==> src/rtl/ptmr_pkg.sv <==
package ptmr_pkg;
  localparam int MODE_WD_BIT   = 15;
  localparam int MODE_EN_BIT   = 12;
  localparam int MODE_CONT_BIT = 10;
  localparam int MODE_IE_BIT   = 8;
  localparam logic [7:0] SVC_CODE = 8'hA5;

  typedef enum logic [1:0] {
    REG_MODE   = 2'd0,
    REG_PERIOD = 2'd1,
    REG_STATUS = 2'd2
  } reg_sel_e;

  typedef struct packed {
    logic wd;
    logic en;
    logic cont;
    logic ie;
  } mode_t;
endpackage

==> src/rtl/ptmr_prescaler.sv <==
module ptmr_prescaler #(
  parameter int PSC_W = 16
) (
  input  logic             clk,
  input  logic             rst_n,
  input  logic             run,
  input  logic             clr,
  input  logic [PSC_W-1:0] psc,
  output logic             tick
);
  // psc-1 wraps 0 to all ones, which gives the divide-by-2^PSC_W case
  logic [PSC_W-1:0] lim;
  logic [PSC_W-1:0] pre_q;

  assign lim  = psc - 1'b1;
  assign tick = run && (pre_q == lim);

  always_ff @(posedge clk or negedge rst_n) begin
    if (!rst_n)           pre_q <= '0;
    else if (clr || !run) pre_q <= '0;
    else if (tick)        pre_q <= '0;
    else                  pre_q <= pre_q + 1'b1;
  end

  AST_TICK_GAP: assert property (@(posedge clk) disable iff (!rst_n)
    tick && !clr |=> !tick || (lim == '0));
endmodule

==> src/rtl/ptmr_counter.sv <==
module ptmr_counter #(
  parameter int CNT_W = 16
) (
  input  logic             clk,
  input  logic             rst_n,
  input  logic             run,
  input  logic             clr,
  input  logic             tick,
  input  logic [CNT_W-1:0] term,
  output logic             expire
);
  logic [CNT_W-1:0] tlim;
  logic [CNT_W-1:0] cnt_q;

  // a zero terminal value behaves as one
  assign tlim   = (term == '0) ? '0 : term - 1'b1;
  assign expire = run && tick && !clr && (cnt_q == tlim);

  always_ff @(posedge clk or negedge rst_n) begin
    if (!rst_n)           cnt_q <= '0;
    else if (clr || !run) cnt_q <= '0;
    else if (tick) begin
      if (cnt_q == tlim)  cnt_q <= '0;
      else                cnt_q <= cnt_q + 1'b1;
    end
  end

  AST_CNT_BOUND: assert property (@(posedge clk) disable iff (!rst_n)
    run |-> cnt_q <= tlim);
endmodule

==> src/rtl/ptmr_regs.sv <==
module ptmr_regs
  import ptmr_pkg::*;
#(
  parameter int PSC_W = 16,
  parameter int CNT_W = 16,
  localparam int DW    = PSC_W + CNT_W,
  localparam int NLANE = DW / 8
) (
  input  logic             clk,
  input  logic             rst_n,
  input  logic             bus_sel,
  input  logic             bus_wr,
  input  logic [1:0]       bus_addr,
  input  logic [NLANE-1:0] bus_be,
  input  logic [DW-1:0]    bus_wdata,
  input  logic             expire,
  output mode_t            mode,
  output logic [PSC_W-1:0] psc,
  output logic [CNT_W-1:0] term,
  output logic             restart,
  output logic             flag,
  output logic             rst_req,
  output logic             irq,
  output logic [DW-1:0]    rdata
);
  logic          wr_mode, wr_period, wr_stat, service;
  logic [DW-1:0] period_q;

  assign wr_mode   = bus_sel && bus_wr && (bus_addr == REG_MODE);
  assign wr_period = bus_sel && bus_wr && (bus_addr == REG_PERIOD);
  assign wr_stat   = bus_sel && bus_wr && (bus_addr == REG_STATUS);
  assign service   = wr_mode && (bus_be == NLANE'(1 << (NLANE - 1)))
                     && (bus_wdata[DW-1 -: 8] == SVC_CODE);
  assign restart   = wr_period || service;

  for (genvar i = 0; i < NLANE; i++) begin : g_lane
    always_ff @(posedge clk or negedge rst_n) begin
      if (!rst_n)                      period_q[8*i +: 8] <= '0;
      else if (wr_period && bus_be[i]) period_q[8*i +: 8] <= bus_wdata[8*i +: 8];
    end
  end

  assign psc  = period_q[DW-1 -: PSC_W];
  assign term = period_q[CNT_W-1:0];

  always_ff @(posedge clk or negedge rst_n) begin
    if (!rst_n) mode <= '0;
    else begin
      if (expire && (!mode.cont || mode.wd)) mode.en <= 1'b0;
      if (wr_mode && !service && bus_be[1]) begin
        mode.wd   <= bus_wdata[MODE_WD_BIT];
        mode.en   <= bus_wdata[MODE_EN_BIT];
        mode.cont <= bus_wdata[MODE_CONT_BIT];
        mode.ie   <= bus_wdata[MODE_IE_BIT];
      end
    end
  end

  always_ff @(posedge clk or negedge rst_n) begin
    if (!rst_n) flag <= 1'b0;
    else if (expire && !mode.wd) flag <= 1'b1;
    else if (wr_stat && bus_be[0] && (bus_wdata[3:0] != 4'h0)) flag <= 1'b0;
  end

  always_ff @(posedge clk or negedge rst_n) begin
    if (!rst_n) rst_req <= 1'b0;
    else if (expire && mode.wd) rst_req <= 1'b1;
  end

  assign irq = flag && mode.ie && !mode.wd;

  always_comb begin
    rdata = '0;
    case (bus_addr)
      REG_MODE: begin
        rdata[MODE_WD_BIT]   = mode.wd;
        rdata[MODE_EN_BIT]   = mode.en;
        rdata[MODE_CONT_BIT] = mode.cont;
        rdata[MODE_IE_BIT]   = mode.ie;
      end
      REG_PERIOD: rdata = period_q;
      REG_STATUS: rdata[0] = flag;
      default:    rdata = '0;
    endcase
  end

  AST_ONESHOT_STOP: assert property (@(posedge clk) disable iff (!rst_n)
    expire && (!mode.cont || mode.wd) && !wr_mode |=> !mode.en);
  AST_SVC_KEEPS_MODE: assert property (@(posedge clk) disable iff (!rst_n)
    service |=> mode == $past(mode));
  AST_RST_STICKY: assert property (@(posedge clk) disable iff (!rst_n)
    rst_req |=> rst_req);
  AST_W1C_CLEARS: assert property (@(posedge clk) disable iff (!rst_n)
    wr_stat && bus_be[0] && bus_wdata[0] && !expire |=> !flag);
endmodule

==> src/rtl/ptmr_top.sv <==
module ptmr_top
  import ptmr_pkg::*;
#(
  parameter int PSC_W = 16,
  parameter int CNT_W = 16,
  localparam int DW    = PSC_W + CNT_W,
  localparam int NLANE = DW / 8
) (
  input  logic             clk,
  input  logic             rst_n,
  input  logic             bus_sel,
  input  logic             bus_wr,
  input  logic [1:0]       bus_addr,
  input  logic [NLANE-1:0] bus_be,
  input  logic [DW-1:0]    bus_wdata,
  output logic [DW-1:0]    bus_rdata,
  output logic             irq,
  output logic             rst_req
);
  mode_t            mode;
  logic [PSC_W-1:0] psc;
  logic [CNT_W-1:0] term;
  logic             restart, tick, expire, flag;

  ptmr_regs #(.PSC_W(PSC_W), .CNT_W(CNT_W)) regs_i (
    .clk(clk), .rst_n(rst_n), .bus_sel(bus_sel), .bus_wr(bus_wr),
    .bus_addr(bus_addr), .bus_be(bus_be), .bus_wdata(bus_wdata),
    .expire(expire), .mode(mode), .psc(psc), .term(term),
    .restart(restart), .flag(flag), .rst_req(rst_req), .irq(irq),
    .rdata(bus_rdata)
  );

  ptmr_prescaler #(.PSC_W(PSC_W)) pre_i (
    .clk(clk), .rst_n(rst_n), .run(mode.en), .clr(restart),
    .psc(psc), .tick(tick)
  );

  ptmr_counter #(.CNT_W(CNT_W)) cnt_i (
    .clk(clk), .rst_n(rst_n), .run(mode.en), .clr(restart),
    .tick(tick), .term(term), .expire(expire)
  );

  AST_WD_RESET: assert property (@(posedge clk) disable iff (!rst_n)
    expire && mode.wd |=> rst_req && !irq);
  AST_STOPPED_QUIET: assert property (@(posedge clk) disable iff (!rst_n)
    !mode.en |-> !expire);
endmodule

==> config.mk <==
export PLATFORM = sky130hd
export DESIGN_NAME = ptmr_top
export DESIGN_NICKNAME = d
export VERILOG_FILES = /design/src/rtl/ptmr_pkg.sv /design/src/rtl/ptmr_prescaler.sv /design/src/rtl/ptmr_counter.sv /design/src/rtl/ptmr_regs.sv /design/src/rtl/ptmr_top.sv
export SDC_FILE = /design/constraint.sdc
export NUM_CORES = 1
export LEC_CHECK = 0
export BUFFER_PORTS_ARGS = -buffer_cell sky130_fd_sc_hd__buf_2
export CORE_MARGIN = 2
export CORE_UTILIZATION = 50
export CTS_BUF_LIST = sky130_fd_sc_hd__clkbuf_16
export DETAILED_ROUTE_END_ITERATION = 10
export PLACE_DENSITY = 0.7
export RECOVER_POWER = 50
export SYNTH_ARGS = -nofsm -noshare
export SYNTH_HDL_FRONTEND = slang
export SYNTH_SLANG_ARGS = --single-unit
==> constraint.sdc <==
create_clock -name clk -period 7.85 [get_ports clk]
set_input_delay 1.57 -clock clk [delete_from_list [all_inputs] [get_ports clk]]
set_output_delay 1.57 -clock clk [all_outputs]
set_load 0.005 [all_outputs]
Word level (Yosys, flattened, before mapping)

Index checks and enable logic that the tools add are counted.

Register bits after elaboration: 70
Bits of input ports: 42
Output and inout port bits: 34
Word-level logic and storage cells: 79

Add/subtract/negate cells: 4
Equal/unequal tests: 6
Mux-type cells: 20
Reduce and logical (&&, ||, !) cells: 37

Operators with widths:

| operator                | number |
|---|---|
| $mux W16                | 7 |
| $add A16 B1 Y16 const B | 2 |
| $eq A16 B16 Y1          | 2 |
| $sub A16 B1 Y16 const B | 2 |
| $logic_and A1 B1 Y1     | 23 |
| $logic_not A16 Y1       | 1 |
| $pmux W1 S2             | 5 |
| $eq A8 B8 Y1 const B    | 1 |
| $mux W7                 | 1 |
| $reduce_bool A2 Y1      | 3 |
| $logic_not A1 Y1        | 5 |
| $mux W1                 | 5 |
| $eq A4 B4 Y1 const B    | 1 |
| $reduce_bool A4 Y1      | 1 |
| $logic_or A1 B1 Y1      | 3 |
| $mux W3                 | 1 |
| $eq A2 B1 Y1 const B    | 1 |
| $eq A2 B2 Y1 const B    | 1 |
| $logic_not A2 Y1        | 1 |
| $mux W2                 | 1 |

Longest topological paths before layout

Depth in word-level cells: 11
Mapped depth: 14
Gate-level depth less buffers: 10

By module

Synthesis repeated with hierarchy kept, for this count alone.

Cell total of the unflattened synthesis: 570
Area total of the unflattened synthesis: 5408.9 um2

By module, submodules not included:

| module         | instances | cells each | area an instance (um2) | seq. area each (um2) |
|---|---|---|---|---|
| ptmr_regs      | 1         | 137        | 1968.1                 | 950.9 |
| ptmr_counter   | 1         | 249        | 1953.1                 | 400.4 |
| ptmr_prescaler | 1         | 184        | 1487.7                 | 400.4 |

Worst setup path after synthesis

OpenSTA, ideal clock, no wires.

Path kind: input to output
From: input bus_addr[1]
To: output bus_rdata[10]
Data arrival time: 2265 ps
Required time: 6280 ps
Path slack: 4015 ps
Cell stages on the path: 4
Buffers on the path: 1
Cell sequence: inv_1 ha_1 clkbuf_1 a22o_1

Cells in the longest elaborated chain, start to end: 2
Elaborated cells between the ends (all ways): 3
Classes of those cells: 1 x eq/ne; 1 x mux; 1 x reduce/logical

Ends and longest elaborated chain:

| item                                             | RTL line        | RTL |
|---|---|---|
| from (decl)                                      | ptmr_top.sv:13  | `input logic [1:0] bus_addr,` |
| $eq A2 B1 Y1 or $logic_not A2 Y1 (tied branches) | ptmr_regs.sv:74 | `case (bus_addr)` |
| $pmux W1 S2 (*)                                  | ptmr_regs.sv:74 |  |
| to (decl)                                        | ptmr_top.sv:16  | `output logic [DW-1:0] bus_rdata,` |

Every way passes the cells marked *; elsewhere a longest branch is shown, timed or not.

==> run_results.csv <==
group,metric,value,unit
setup_path,path_max_fanout,70,
sta,maxSlewHeadroom,-145.9,%
job,drv_cap,1,
setup_path,crit_type,"primary input to asynchronous set/reset pin",
sta,setup_tns,0,ns
routing,drtIter0Drc,229,
logic_synthesis,synth-seq-area-share,35.10,%
placement,gp_congestion,0.9098,
layout,final_util,58.00,%
logic_synthesis,synth_area_per_cell,9.277,um^2
logic_synthesis,synth.distinct_cells,66,
global_routing,overflow,0,
sta,hold_ws,0.4828,ns
outcome,status,"finished with violations",
logic_synthesis,synth_fp_nets,587,
logic_synthesis,synth_cells,538,
floorplanning,coreArea,9729,um^2
setup_path,cp.required,7.43,ns
layout,layout_commonest_cell,"buf_2",
clock_network,cts_buffers,9,
logic_synthesis,async_flop_share,100.0,%
setup_path,path_delay_family,"buffers and inverters",
routing,vias,4334,
hold_path,hp-class,"flop to flop",
logic_synthesis,syn-cell-area,4991,um^2
layout,syn_to_final_growth,13.06,%
placement,portBuffers,75,
global_routing,grt_pass1_vias,4178,
routing,met1Wirelength,5800,um
routing,wire_per_inst,16.47,um
routing,vias_per_cell,5.945,
sta,report.final.slew_viol_count,71,
setup_path,worstPathCellList,"buf_2, clkbuf_1",
clock_network,postCtsSetupBuffers,0,
routing,drc,0,
clock_network,clock_latency,0.32,ns
floorplanning,dieArea,10800,um^2
clock_network,cts_tree,"built",
logic_synthesis,synth_edf_count,0,
floorplanning,initial_core_util,51.30,%
clock_network,post_cts_resized,0,
sta,finalHoldViolations,0,
sta,worst_clock_skew,0.006944,ns
setup_path,worst_path_max_delay_cell,"clkbuf_1",
global_routing,antenna_found_initial,0,
sta,fin_crit_sh,59.74,%
floorplanning,fp-row-count,36,
routing,dr_wl_met3,556,um
placement,place_hpwl,8803,um
setup_path,arrival,4.27,ns
routing,drt_wl_total,12010,um
global_routing,grt_pass1_wl,20500,um
pwr,p_per_area,217.7,nW/um^2
routing,top_layer,"met4",
sta,tightest_slew,3.689,ns
routing,route.met2.wl,5511,um
floorplanning,die_height,103.9,um
pwr,peakVddDrop,0.0001330,V
layout,multi_input_area,3009,um^2
layout,layout_common_cells,"buf_2, dfrtp_1, mux2_2",
routing,first_pass_iters,5,
pwr,power.total,1229,uW
global_routing,grt_max_degree,71,
setup_path,max_stage_delay,2.58,ns
clock_network,cts-htree-levels,3,
sta,rsz0062_at_grt,"no",
logic_synthesis,synth_flop_cell,"dfrtp_1",
clock_network,hold_buffers,0,
logic_synthesis,ys_ff_latch,70,
clock_network,clock-sinks,70,
layout,drive_gt1_share,23.15,%
layout,n_antenna_cell,0,
sta,period_needed,4.690,ns
clock_network,clk_path_buf_depth,2,
layout,ff_latch_area,1752,um^2
clock_network,clk_pin_slew,0.05,ns
setup_path,cp-end-kind,"asynchronous set/reset pin",
sta,max_freq,0.2132,GHz
layout,n_fill_cell,912,
setup_path,path_buf_inv,2,
clock_network,root_buffer,"clkbuf_16",
pwr,leakage,0.002400,uW
sta,finalSetupViolCount,0,
layout,final_nets,641,
logic_synthesis,yosys_warnings,0,
floorplanning,die_w,103.9,um
routing,final_antenna_net_count,0,
global_routing,grt.total_usage,22.93,%
outcome,violations,"max-capacitance violations, max-slew violations",
floorplanning,ioPinCount,76,
setup_path,crit_path_start_kind,"primary input",
## sequential cells by signal, indices dropped and copies added (netlist names)
register        count
cnt_i.cnt_q        16
regs_i.rst_req      1
regs_i.psc         16
regs_i.mode         4
pre_i.pre_q        16
regs_i.flag         1
regs_i.term        16
## synthesized netlist by cell type, drive strengths merged, types with 14 or more instances
master  instances  share of area, %
or3            16               2.0
o21ai          14               1.6
mux2           36               8.1
nor2           33               2.5
clkbuf         26               2.0
inv            20               1.5
dfrtp          70                35
and2           33               4.1
nand2          33               2.5
xor2           22               3.9
xnor2          24               4.2
nand3          21               2.2
## per-layer routing
| layer | GRT usage (%) | vias up |
|---|---|---|
| met1 | 33.62 | 2107 |
| li1 | - | 2080 |
| met2 | 35.01 | 133 |
| met5 | 0 | - |
| met3 | 3.509 | 14 |
| met4 | 7.046 | 0 |
## report_power, final
group	internal [uW]	switching, uW	leakage [uW]
logic	170	190	0.00135
registers	412	104	0.000913
clock network	208	145	0.000132
total	790	439	0.00240
## layout make-up
| class | count | area share (%) |
|---|---|---|
| Sequential cell | 70 | 31.04 |
| Timing Repair Buffer | 77 | 6.807 |
| Multi-Input combinational cell | 414 | 53.33 |
| Clock inverter | 6 | 0.5543 |
| Inverter | 20 | 1.330 |
| Tap cell | 133 | 2.949 |
| Clock buffer | 9 | 3.991 |
## kinds of logic after synthesis
group | share of synthesized area (%)
fa+ha+maj | 1.755
mux | 9.326
compound gates | 15.29
buf+inv | 4.612
simple gates | 25.40
flops | 35.10
xor+xnor | 8.523
## path summary, 6_finish.rpt
check	slack, ns	cells after the start	end	start
max in group clk	3.29	6	bus_rdata[0]	bus_addr[1]
hold reg to reg	0.48	1	regs_i.rst_req	regs_i.rst_req
min in group asynchronous	2.61	2	regs_i.term[5]	rst_n
hold / removal	0.48	1	regs_i.rst_req	regs_i.rst_req
setup / recovery	3.16	2	pre_i.pre_q[3]	rst_n
setup reg to reg	3.90	10	regs_i.mode[2]	regs_i.term[0]
## metrics by stage
stage | std cells | cell area [um^2] | setup WS [ns]
finish | 729 | 5643 | 3.160
CTS | 729 | 5649 | 3.337
floorplan | 538 | 4991 | 4.015
global placement | 714 | 5393 | 3.415
detailed placement | 714 | 5393 | 3.347
global route | 729 | 5643 | 2.344
(Power assumes the default switching activity.)
